**config.mk**
```make
export PLATFORM = sky130hd
export DESIGN_NAME = ser_pin_ctrl
export DESIGN_NICKNAME = d
export VERILOG_FILES = /design/src/rtl/ser_pin_pkg.sv /design/src/rtl/ser_ctrl_reg.sv /design/src/rtl/ser_rdy_gen.sv /design/src/rtl/ser_pin_route.sv /design/src/rtl/ser_pin_ctrl.sv
export SDC_FILE = /design/constraint.sdc
export NUM_CORES = 1
export LEC_CHECK = 0
export BUFFER_PORTS_ARGS = -buffer_cell sky130_fd_sc_hd__buf_2
export CORE_UTILIZATION = 36
export DETAILED_ROUTE_END_ITERATION = 16
export GPL_TIMING_DRIVEN = 0
export PLACE_DENSITY = 0.82
export RECOVER_POWER = 25
export SLEW_MARGIN = 20
export SYNTH_ARGS = -nofsm -noshare
export SYNTH_HDL_FRONTEND = slang
export SYNTH_SLANG_ARGS = --single-unit
```
**constraint.sdc**
```tcl
create_clock -name clk_i -period 3.4 [get_ports clk_i]
set_input_delay 0.34 -clock clk_i [delete_from_list [all_inputs] [get_ports clk_i]]
set_output_delay 0.34 -clock clk_i [all_outputs]
set_load 0.03 [all_outputs]
```
**src/rtl/ser_pin_pkg.sv**
```systemverilog
package ser_pin_pkg;

  typedef struct packed {
    logic ser_en;     // 7
    logic uart_mode;  // 6
    logic spare5;
    logic tx_en;      // 4
    logic spare3;
    logic rdy_en;     // 2
    logic ext_clk;    // 1
    logic spare0;
  } ser_ctrl_t;

  localparam int unsigned CTRL_W = $bits(ser_ctrl_t);

  typedef enum logic [1:0] {
    PIN_PORT  = 2'd0,
    PIN_DRIVE = 2'd1,
    PIN_SENSE = 2'd2
  } pin_role_e;

endpackage

```
**src/rtl/ser_ctrl_reg.sv**
```systemverilog
module ser_ctrl_reg
  import ser_pin_pkg::*;
#(
  parameter int unsigned ADDR_W    = 4,
  parameter logic [ADDR_W-1:0] CTRL_ADDR = 4'hA
) (
  input  logic              clk_i,
  input  logic              rst_ni,
  input  logic              we_i,
  input  logic [ADDR_W-1:0] addr_i,
  input  logic [CTRL_W-1:0] wdata_i,
  output logic [CTRL_W-1:0] rdata_o,
  output logic              ser_en_o,
  output logic              uart_o,
  output logic              tx_en_o,
  output logic              rdy_en_o,
  output logic              ext_clk_o
);

  ser_ctrl_t ctrl_q;
  logic      hit;

  assign hit = (addr_i == CTRL_ADDR);

  always_ff @(posedge clk_i or negedge rst_ni) begin
    if (!rst_ni)         ctrl_q <= '0;
    else if (we_i && hit) ctrl_q <= ser_ctrl_t'(wdata_i);
  end

  assign rdata_o   = hit ? CTRL_W'(ctrl_q) : '0;
  assign ser_en_o  = ctrl_q.ser_en;
  assign uart_o    = ctrl_q.uart_mode;
  assign tx_en_o   = ctrl_q.tx_en;
  assign rdy_en_o  = ctrl_q.rdy_en;
  assign ext_clk_o = ctrl_q.ext_clk;


  ctrl_wr_chk: assert property (@(posedge clk_i) disable iff (!rst_ni)
    (we_i && hit) |=> (CTRL_W'(ctrl_q) == $past(wdata_i)));


  ctrl_hold_chk: assert property (@(posedge clk_i) disable iff (!rst_ni)
    !(we_i && hit) |=> $stable(ctrl_q));

endmodule

```
**src/rtl/ser_rdy_gen.sv**
```systemverilog
module ser_rdy_gen (
  input  logic clk_i,
  input  logic rst_ni,
  input  logic gate_i,
  input  logic buf_wr_i,
  input  logic xfer_done_i,
  output logic rdy_n_o
);

  logic rdy_n_q;

  always_ff @(posedge clk_i or negedge rst_ni) begin
    if (!rst_ni)          rdy_n_q <= 1'b1;
    else if (!gate_i)     rdy_n_q <= 1'b1;
    else if (buf_wr_i)    rdy_n_q <= 1'b0;
    else if (xfer_done_i) rdy_n_q <= 1'b1;
  end

  assign rdy_n_o = rdy_n_q;


  rdy_fall_chk: assert property (@(posedge clk_i) disable iff (!rst_ni)
    (gate_i && buf_wr_i) |=> !rdy_n_q);


  rdy_done_chk: assert property (@(posedge clk_i) disable iff (!rst_ni)
    (gate_i && !buf_wr_i && xfer_done_i) |=> rdy_n_q);


  rdy_gate_chk: assert property (@(posedge clk_i) disable iff (!rst_ni)
    !gate_i |=> rdy_n_q);

endmodule

```
**src/rtl/ser_pin_route.sv**
```systemverilog
module ser_pin_route
  import ser_pin_pkg::*;
#(
  parameter int unsigned PORT_W   = 8,
  parameter int unsigned TXD_BIT  = 5,
  parameter int unsigned RXD_BIT  = 4,
  parameter int unsigned SCLK_BIT = 6,
  parameter int unsigned RDY_BIT  = 7
) (
  input  logic              ser_en_i,
  input  logic              uart_i,
  input  logic              rdy_en_i,
  input  logic              ext_clk_i,
  input  logic [PORT_W-1:0] port_dir_i,
  input  logic [PORT_W-1:0] port_out_i,
  input  logic              rxd_pad_i,
  input  logic              sclk_pad_i,
  input  logic              ser_txd_i,
  input  logic              ser_clk_int_i,
  input  logic              rdy_n_i,
  output logic [PORT_W-1:0] pin_oe_o,
  output logic [PORT_W-1:0] pin_out_o,
  output logic              ser_rxd_o,
  output logic              ser_clk_ext_o
);

  pin_role_e         role [PORT_W];
  logic [PORT_W-1:0] drv;

  for (genvar i = 0; i < PORT_W; i++) begin : g_pin
    if (i == TXD_BIT) begin : g_txd
      assign role[i] = ser_en_i ? PIN_DRIVE : PIN_PORT;
      assign drv[i]  = ser_txd_i;
    end else if (i == RXD_BIT) begin : g_rxd
      assign role[i] = ser_en_i ? PIN_SENSE : PIN_PORT;
      assign drv[i]  = 1'b0;
    end else if (i == SCLK_BIT) begin : g_sclk
      // external clock is an input in both modes; internal drives only when synchronous
      assign role[i] = !ser_en_i ? PIN_PORT  :
                       ext_clk_i ? PIN_SENSE :
                       !uart_i   ? PIN_DRIVE : PIN_PORT;
      assign drv[i]  = ser_clk_int_i;
    end else if (i == RDY_BIT) begin : g_rdy
      assign role[i] = (ser_en_i && !uart_i && rdy_en_i) ? PIN_DRIVE : PIN_PORT;
      assign drv[i]  = rdy_n_i;
    end else begin : g_plain
      assign role[i] = PIN_PORT;
      assign drv[i]  = 1'b0;
    end

    always_comb begin
      unique case (role[i])
        PIN_DRIVE: begin pin_oe_o[i] = 1'b1; pin_out_o[i] = drv[i]; end
        PIN_SENSE: begin pin_oe_o[i] = 1'b0; pin_out_o[i] = 1'b0;   end
        default:   begin pin_oe_o[i] = port_dir_i[i]; pin_out_o[i] = port_out_i[i]; end
      endcase
    end
  end

  assign ser_rxd_o     = ser_en_i ? rxd_pad_i : 1'b1;
  assign ser_clk_ext_o = (ser_en_i && ext_clk_i) ? sclk_pad_i : 1'b0;

endmodule

```
**src/rtl/ser_pin_ctrl.sv**
```systemverilog
module ser_pin_ctrl
  import ser_pin_pkg::*;
#(
  parameter int unsigned PORT_W   = 8,
  parameter int unsigned ADDR_W   = 4,
  parameter logic [ADDR_W-1:0] CTRL_ADDR = 4'hA,
  parameter int unsigned TXD_BIT  = 5,
  parameter int unsigned RXD_BIT  = 4,
  parameter int unsigned SCLK_BIT = 6,
  parameter int unsigned RDY_BIT  = 7
) (
  input  logic              clk_i,
  input  logic              rst_ni,
  input  logic              bus_we_i,
  input  logic [ADDR_W-1:0] bus_addr_i,
  input  logic [7:0]        bus_wdata_i,
  output logic [7:0]        bus_rdata_o,
  input  logic [PORT_W-1:0] port_dir_i,
  input  logic [PORT_W-1:0] port_out_i,
  input  logic              rxd_pad_i,
  input  logic              sclk_pad_i,
  input  logic              ser_txd_i,
  input  logic              ser_clk_int_i,
  input  logic              buf_wr_i,
  input  logic              xfer_done_i,
  output logic [PORT_W-1:0] pin_oe_o,
  output logic [PORT_W-1:0] pin_out_o,
  output logic              ser_rxd_o,
  output logic              ser_clk_ext_o
);

  logic ser_en, uart, tx_en, rdy_en, ext_clk;
  logic rdy_gate, rdy_n;

  ser_ctrl_reg #(.ADDR_W(ADDR_W), .CTRL_ADDR(CTRL_ADDR)) u_ctrl (
    .clk_i, .rst_ni,
    .we_i      (bus_we_i),
    .addr_i    (bus_addr_i),
    .wdata_i   (bus_wdata_i),
    .rdata_o   (bus_rdata_o),
    .ser_en_o  (ser_en),
    .uart_o    (uart),
    .tx_en_o   (tx_en),
    .rdy_en_o  (rdy_en),
    .ext_clk_o (ext_clk)
  );

  assign rdy_gate = ser_en && !uart && rdy_en && tx_en;

  ser_rdy_gen u_rdy (
    .clk_i, .rst_ni,
    .gate_i      (rdy_gate),
    .buf_wr_i,
    .xfer_done_i,
    .rdy_n_o     (rdy_n)
  );

  ser_pin_route #(
    .PORT_W(PORT_W), .TXD_BIT(TXD_BIT), .RXD_BIT(RXD_BIT),
    .SCLK_BIT(SCLK_BIT), .RDY_BIT(RDY_BIT)
  ) u_route (
    .ser_en_i  (ser_en),
    .uart_i    (uart),
    .rdy_en_i  (rdy_en),
    .ext_clk_i (ext_clk),
    .port_dir_i, .port_out_i,
    .rxd_pad_i, .sclk_pad_i,
    .ser_txd_i, .ser_clk_int_i,
    .rdy_n_i   (rdy_n),
    .pin_oe_o, .pin_out_o,
    .ser_rxd_o, .ser_clk_ext_o
  );


  sclk_drive_chk: assert property (@(posedge clk_i) disable iff (!rst_ni)
    (ser_en && !uart && !ext_clk) |-> (pin_oe_o[SCLK_BIT] && pin_out_o[SCLK_BIT] == ser_clk_int_i));


  sclk_uart_port_chk: assert property (@(posedge clk_i) disable iff (!rst_ni)
    (uart && !ext_clk) |-> (pin_oe_o[SCLK_BIT] == port_dir_i[SCLK_BIT]));


  sclk_sense_chk: assert property (@(posedge clk_i) disable iff (!rst_ni)
    (ser_en && ext_clk) |-> (!pin_oe_o[SCLK_BIT] && ser_clk_ext_o == sclk_pad_i));


  rdy_uart_port_chk: assert property (@(posedge clk_i) disable iff (!rst_ni)
    uart |-> (pin_oe_o[RDY_BIT] == port_dir_i[RDY_BIT] && pin_out_o[RDY_BIT] == port_out_i[RDY_BIT]));


  rxd_idle_chk: assert property (@(posedge clk_i) disable iff (!rst_ni)
    !ser_en |-> ser_rxd_o);

endmodule

```
* Word-level counts from Yosys, hierarchy flattened
Index checks and enable logic that the tools add are counted.
Cells by class: eq/ne operators 10, muxes and demuxes 20, reductions and logical operators 7
Operators by type and width (count):
- $pmux W1 S2 | 7
- $mux W1 | 9
- $eq A2 B1 Y1 const B | 4
- $eq A2 B2 Y1 const B | 4
- $mux W8 | 1
- $mux W2 | 3
- $logic_and A1 B1 Y1 | 5
- $eq A4 B4 Y1 const B | 1
- $ne A3 B3 Y1 const B | 1
- $reduce_or A2 Y1 | 1
- $logic_not A1 Y1 | 1
Storage, ports and cells: register bits after elaboration 9

* Longest topological paths before layout
Gate-level depths: netlist (run 1).
depth after elaboration 6, depth in mapped cells 5, gate-level depth less buffers 4

* Cells and area by module
Synthesis (run 1) repeated with hierarchy kept, for this count alone.
Unflattened totals: cell total of the unflattened synthesis 55, area total of the unflattened synthesis 600.6 sq um
By module, submodules not included:
- ser_ctrl_reg | times used 1, cells each 27, area an instance 371.6 sq um, seq. area each 200.2 sq um
- ser_pin_route | times used 1, cells each 24, area an instance 183.9 sq um, seq. area each 0.0 sq um
- ser_rdy_gen | times used 1, cells each 3, area an instance 35.0 sq um, seq. area each 26.3 sq um
- ser_pin_ctrl | times used 1, cells each 1, area an instance 10.0 sq um, seq. area each 0.0 sq um

* Worst setup path before layout (run 1)
OpenSTA, ideal clock, no wires.
path kind reg-to-output, start point register u_ctrl.ctrl_q (netlist bit u_ctrl.ser_en_o), end point output pin_out_o[6], data arrival time 1.756 ns, data required time 3.060 ns, slack 1.304 ns, stages on the path, launching flop included 5, buffers on the path 1, path through dfrtp_1 -> clkbuf_1 -> nor3b_1 -> ha_1 -> o21ai_0
Between the ends: longest elaborated chain between the ends 3
Ends and longest elaborated chain:
- from (decl) | RTL line ser_ctrl_reg.sv:20 | ser_ctrl_t ctrl_q;
- from (signal assigned) | RTL line ser_ctrl_reg.sv:27 | else if (we_i && hit) ctrl_q <= ser_ctrl_t'(wdata_i);
- $mux W2 (*) | RTL line ser_pin_route.sv:39 | assign role[i] = !ser_en_i ? PIN_PORT :
- $eq A2 B2 Y1 / $eq A2 B1 Y1 (equally long branches) | RTL line ser_pin_route.sv:52 | unique case (role[i])
- $pmux W1 S2 (*) | RTL line ser_pin_route.sv:52
- to (decl) | RTL line ser_pin_ctrl.sv:27 | output logic [PORT_W-1:0] pin_out_o,
Every way passes the cells marked *; elsewhere a longest branch is shown, timed or not.

* Worst setup path after layout (run 1)
start point register u_ctrl.ctrl_q (netlist bit u_ctrl.ser_en_o), end point output pin_oe_o[6]
Between the ends: longest elaborated chain between the ends 3
Ends and longest elaborated chain:
- $mux W2 (*) | RTL line ser_pin_route.sv:39
- $eq A2 B2 Y1 / $eq A2 B1 Y1 (equally long branches) | RTL line ser_pin_route.sv:52
- $pmux W1 S2 (*) | RTL line ser_pin_route.sv:52
- to (decl) | RTL line ser_pin_ctrl.sv:26 | output logic [PORT_W-1:0] pin_oe_o,
Marked as above.

==> results of run 1 <==
## cell usage after synthesis
library cell	number	area, µm²
nand2_4	1	11.3
dfstp_2	1	26.3
buf_4	8	60.1
o21ai_0	2	10.0
nand2_1	3	11.3
and4bb_2	1	12.5
dfrtp_1	8	200
and3_1	1	6.26
clkbuf_4	1	7.51
and2_1	8	50.1
clkbuf_1	1	3.75
nand3b_1	1	7.51
nand2b_1	2	12.5
mux2_2	11	124
or2_2	2	12.5
nor2_1	1	3.75
nor3b_1	1	7.51
ha_1	1	12.5
nor2b_1	2	12.5
## registers in the layout (all words and copies together) (netlist names)
register,cells
u_ctrl.tx_en_o,1
u_rdy.rdy_n_o,1
u_ctrl.ctrl_q,3
u_ctrl.ser_en_o,1
u_ctrl.rdy_en_o,1
u_ctrl.uart_o,1
u_ctrl.ext_clk_o,1
## through the flow
step	util [%]	std cells	cell area [µm²]	total power, mW	hold slack [ns]
finish	60.0	131	915	0.392	0.309
global route	60.0	131	915	0.416	0.310
CTS	60.3	131	918	0.396	0.307
detailed placement	57.9	126	882	0.313	0.200
global placement	57.9	126	882	0.307	0.196
floorplan	-	56	592	0.263	0.0444
## worst max-delay path: cells and delay by family (launching register included)
family        cells  cell delay [ns]
buf+inv           2             0.48
simple gates      1             0.25
fa+ha+maj         1             0.28
flops             1             0.34
mux               1             0.27
## what timing repair did
item	CTS	global route
endpoints found under the setup margin	0	0
endpoints found under the hold margin	8	0
hold buffers	1	0
## path summary, 6_finish.rpt
kind	from	endpoint	slack [ns]	cells past startpoint
min in group asynchronous	rst_ni	u_ctrl.tx_en_o	0.55	2
max in group asynchronous	rst_ni	u_rdy.rdy_n_o	2.50	2
hold reg to reg	u_ctrl.ctrl_q[0]	u_ctrl.ctrl_q[0]	0.50	1
setup reg to reg	u_ctrl.uart_o	u_rdy.rdy_n_o	2.38	2
setup / recovery	u_ctrl.ser_en_o	pin_oe_o[6]	1.17	5
hold / removal	bus_wdata_i[5]	u_ctrl.ctrl_q[5]	0.31	2
## final cells by class
class / count / area share (%)
tap: 16 / 2.19
clock buffer: 4 / 2.87
multi-input combinational: 37 / 32.1
timing repair buffer: 55 / 30.2
buffer: 10 / 7.80
sequential: 9 / 24.8
## cells by family after synthesis
kind of cell | Yosys count
flip-flops | 9
adder cells (fa/ha/maj) | 1
AO/OA/AOI/OAI | 2
AND/OR/NAND/NOR | 23
multiplexers | 11
buffers and inverters | 10
## routing by layer
metal / part of all wire, % / GRT usage (%) / wire (µm)
met4: 0 / 5.63 / 0
met5: 0 / 0 / 0
met3: 6.9 / 2.59 / 96
met2: 57 / 32.0 / 784
met1: 36 / 16.3 / 505
## power by group
part / leakage, nW / switching [mW] / internal [mW]
Sequential: 0.109 / 0.0139 / 0.130
Combinational: 0.392 / 0.0933 / 0.0728
Clock: 0.0150 / 0.0362 / 0.0452
==> impl_metrics.tcl, run 1 <==
set metrics [dict create \
    path_class "reg2out" \
    synthXorXnorAreaFrac_pct 0 \
    syn_area_um2 592 \
    path_cells "clkbuf_1 -> nor3b_1 -> ha_1 -> mux2_2 -> buf_2" \
    antenna_left 0 \
    layout.cells.most_common "buf_2" \
    synthSimpleGateAreaFrac_pct 24.9 \
    n_fill_cell 140 \
    muxShareOfSynthArea_pct 20.9 \
    worstSetupEndpointType "primary output" \
    grt_overflow 0 \
    grt_use_total_pct 16.0 \
    cp_max_fo 10 \
    grt_max_degree 11 \
    viasPerCell 4.53 \
    multi_input_comb_area_um2 294 \
    nets 154 \
    io_pins 63 \
    grt_first_pass_wirelength_mm 2.21 \
    gp_congestion 0.716 \
    die_h_um 42.5 \
    tritoncts "built" \
    clock_path_buffers 2 \
    drtIter0Drc 1 \
    min_period_ns 2.23 \
    rows 14 \
    cp-start-kind "register" \
    coreArea_um2 1520 \
    setup_viol 0 \
    grt_pass1_vias 557 \
    skew_ns 0.00423 \
    powerDensity_nw_per_um2 428 \
    fmax_mhz 448 \
    crit_path_max_incr_delay_ns 0.34 \
    synthCells 56 \
    max-vdd-ir-drop_v 0.000203 \
    cp.required_ns 3.06 \
    finalWorstSetupSlack_ns 1.17 \
    hold_viol_final 0 \
    cts_root_buffer "clkbuf_4" \
    ys_ff_latch 9 \
    p_leak_nw 0.515 \
    synthesis.nets 94 \
    cts.sink_count 9 \
    rsz0062_at_grt "no" \
    slew-limit-headroom_pct 67.8 \
    synth_cell_types 19 \
    n_antenna_cell 0 \
    wirelength_mm 1.39 \
    synth_seq_area_share_pct 38.3 \
    arrival_ns 1.89 \
    start_util_pct 38.8 \
    wl_per_cell_um 10.6 \
    first_pass_iters 2 \
    worstMarginPinSlew_ns 0.483 \
    fin_crit_sh_pct 65.6 \
    synth_compound_area_share_pct 1.69 \
    cts.clk_slew.worst_paths_ns 0.06 \
    yosysWarnings 0 \
    syn_to_final_growth_pct 54.5 \
    synthAdderAreaFrac_pct 2.11 \
    place_ws_ns 1.44 \
    portBuffers 54 \
    min-delay-path-class "in2reg" \
    drive_gt1_share_pct 68.7 \
    cp_slowest_cell "dfrtp_1" \
    slew_violations 0 \
    htreeDepth 1 \
    status "complete, no violations" \
    die_w_um 42.5 \
    antenna_found_initial 0 \
    post_cts_buffers 0 \
    synth_top_family_by_area "simple AND/OR/NAND/NOR gates" \
    syn_avg_cell_area_um2 10.6 \
    numCtsBuffers 3 \
    dieArea_um2 1810 \
    final_cell_mix "buf_2, mux2_2, and2_1, buf_4, dfrtp_1" \
    finalSetupTns_ns 0 \
    via_count 594 \
    clkLatencyLatePin_ns 0.26 \
    cts_resized 0 \
    register_area_um2 226 \
    max-cap-violations 0 \
    drt_drc_violations_left 0 \
]
(Power assumes the default switching activity.)
==> inputs of run 2 (changes only) <==
Settings changed: CORE_UTILIZATION 36 to 33, PLACE_DENSITY 0.82 to 0.76.
Clock period 3.4 ns to 2.2 ns, I/O delays scaled along.
==> impl_metrics.tcl, run 2 (synthesized netlist as in run 1, its figures left out) <==
set metrics [dict create \
    powerDensity_nw_per_um2 653 \
    coreArea_um2 1590 \
    cts.clk_slew.worst_paths_ns 0.06 \
    drive_gt1_share_pct 69.3 \
    max-vdd-ir-drop_v 0.000317 \
    status "complete, no violations" \
    clkLatencyLatePin_ns 0.26 \
    post_cts_buffers 0 \
    n_antenna_cell 0 \
    via_count 594 \
    busiest_layer "met2" \
    slew_violations 0 \
    use_met3_pct 2.45 \
    r2r_start "u_ctrl.ser_en_o" \
    final_cell_mix "buf_2, mux2_2, and2_1, buf_4, dfrtp_1" \
    gp_congestion 0.635 \
    rows 14 \
    dp.cells 134 \
    first_pass_iters 2 \
    hold_slack_ns 0.189 \
    layout.cells.most_common "buf_2" \
    worstSetupEndpointType "primary output" \
    reg2regPathDepth 2 \
    numCtsBuffers 3 \
    dieArea_um2 1970 \
    viasPerCell 4.30 \
    slew-limit-headroom_pct 66.9 \
    io_pins 63 \
    rsz0062_at_grt "no" \
    cp_max_fo 11 \
    clock_path_buffers 2 \
    fmax_mhz 507 \
    skew_ns 0.000108 \
    grt_use_total_pct 13.8 \
    max-cap-violations 0 \
    crit_start "u_ctrl.ser_en_o" \
    wl_per_cell_um 9.45 \
    cp-start-kind "register" \
    worstMarginPinSlew_ns 0.497 \
    p_leak_nw 0.514 \
    fin_crit_sh_pct 89.7 \
    placed_area_um2 892 \
    regMostFlops "u_ctrl.ctrl_q" \
    antenna_found_initial 0 \
    largest_reg_flops 3 \
    setup_viol 0 \
    die_w_um 44.4 \
    min_period_ns 1.97 \
    die_h_um 44.4 \
    syn_to_final_growth_pct 55.6 \
    grt_first_pass_wirelength_mm 1.99 \
    arrival_ns 1.75 \
    htreeDepth 1 \
    path_class "reg2out" \
    cts.sink_count 9 \
    final_area_um2 921 \
    hold_viol_final 0 \
    cts_root_buffer "clkbuf_4" \
    r2r_end "u_rdy.rdy_n_o" \
    drtIter0Drc 7 \
    grt_pass1_vias 509 \
    cts_resized 0 \
    grt_overflow 0 \
    drt_drc_violations_left 0 \
    cp.required_ns 1.98 \
    antenna_left 0 \
    grt_util_met2_pct 25.6 \
    layout.cells.non_filler 138 \
    rrSetupSlack_ns 1.12 \
    portBuffers 54 \
    tritoncts "built" \
    wirelength_mm 1.30 \
    start_util_pct 37.1 \
    grt_use_met1_pct 15.5 \
    finalSetupTns_ns 0 \
    nets 153 \
    utilization_pct 57.8 \
    grt_max_degree 11 \
    crit_path_end "pin_oe_o[6]" \
    min-delay-path-class "in2reg" \
]
run 2: cell count changes in the layout (fill, tap and decap cells not counted), sizes merged:
cell / before / now
clkbuf: 9 / 8
run 2: worst min-delay path by stage:
stage	slack [ns]	start	cells after the start	endpoint
2_1_floorplan	-0.08	rst_ni	0	u_ctrl.ctrl_q[0]
3_3_place_gp	0.08	rst_ni	1	u_ctrl.ctrl_q[0]
3_5_place_dp	0.08	rst_ni	1	u_ctrl.ctrl_q[5]
4_1_cts	0.18	bus_wdata_i[4]	2	u_ctrl.tx_en_o
5_1_grt	0.18	bus_wdata_i[4]	2	u_ctrl.tx_en_o
6_report	0.19	bus_wdata_i[1]	2	u_ctrl.ext_clk_o
run 2: metal layers:
| metal | wire length [µm] | share of wire (%) |
|---|---|---|
| met1 | 504 | 39 |
| met2 | 677 | 52 |
| met3 | 123 | 9.4 |
| met4 | 0 | 0 |
| met5 | 0 | 0 |
run 2: power by group:
| part | internal (mW) | switching [mW] |
|---|---|---|
| combinational | 0.111 | 0.133 |
| sequential | 0.201 | 0.0299 |
| clock | 0.0699 | 0.0569 |
| total | 0.382 | 0.220 |
run 2: critical path, cell delays in order, from the launching register on:
cell and delay, ns:
dfrtp_1 0.48, nor3b_1 0.19, ha_1 0.32, mux2_2 0.33
buf_2 0.17
run 2: final cells by class:
type | count | area (µm²)
tap | 24 | 30.0
multi-input combinational | 37 | 294
timing repair buffer | 55 | 277
fill | 148 | 673
clock buffer | 4 | 26.3
sequential | 9 | 226
buffer | 9 | 67.6
run 2: repair_timing:
action | 4_1_cts | 5_1_grt
hold buffers | 1 | 0
hold endpoints to repair | 8 | 0
setup endpoints to repair | 0 | 2
run 2: metrics by stage:
step                      total power, mW  setup WS [ns]
after floorplan                     0.407          0.224
after global placement              0.476          0.389
after detailed placement            0.483          0.350
after CTS                           0.620         0.0393
after global routing                0.645         0.0411
final                               0.602          0.227
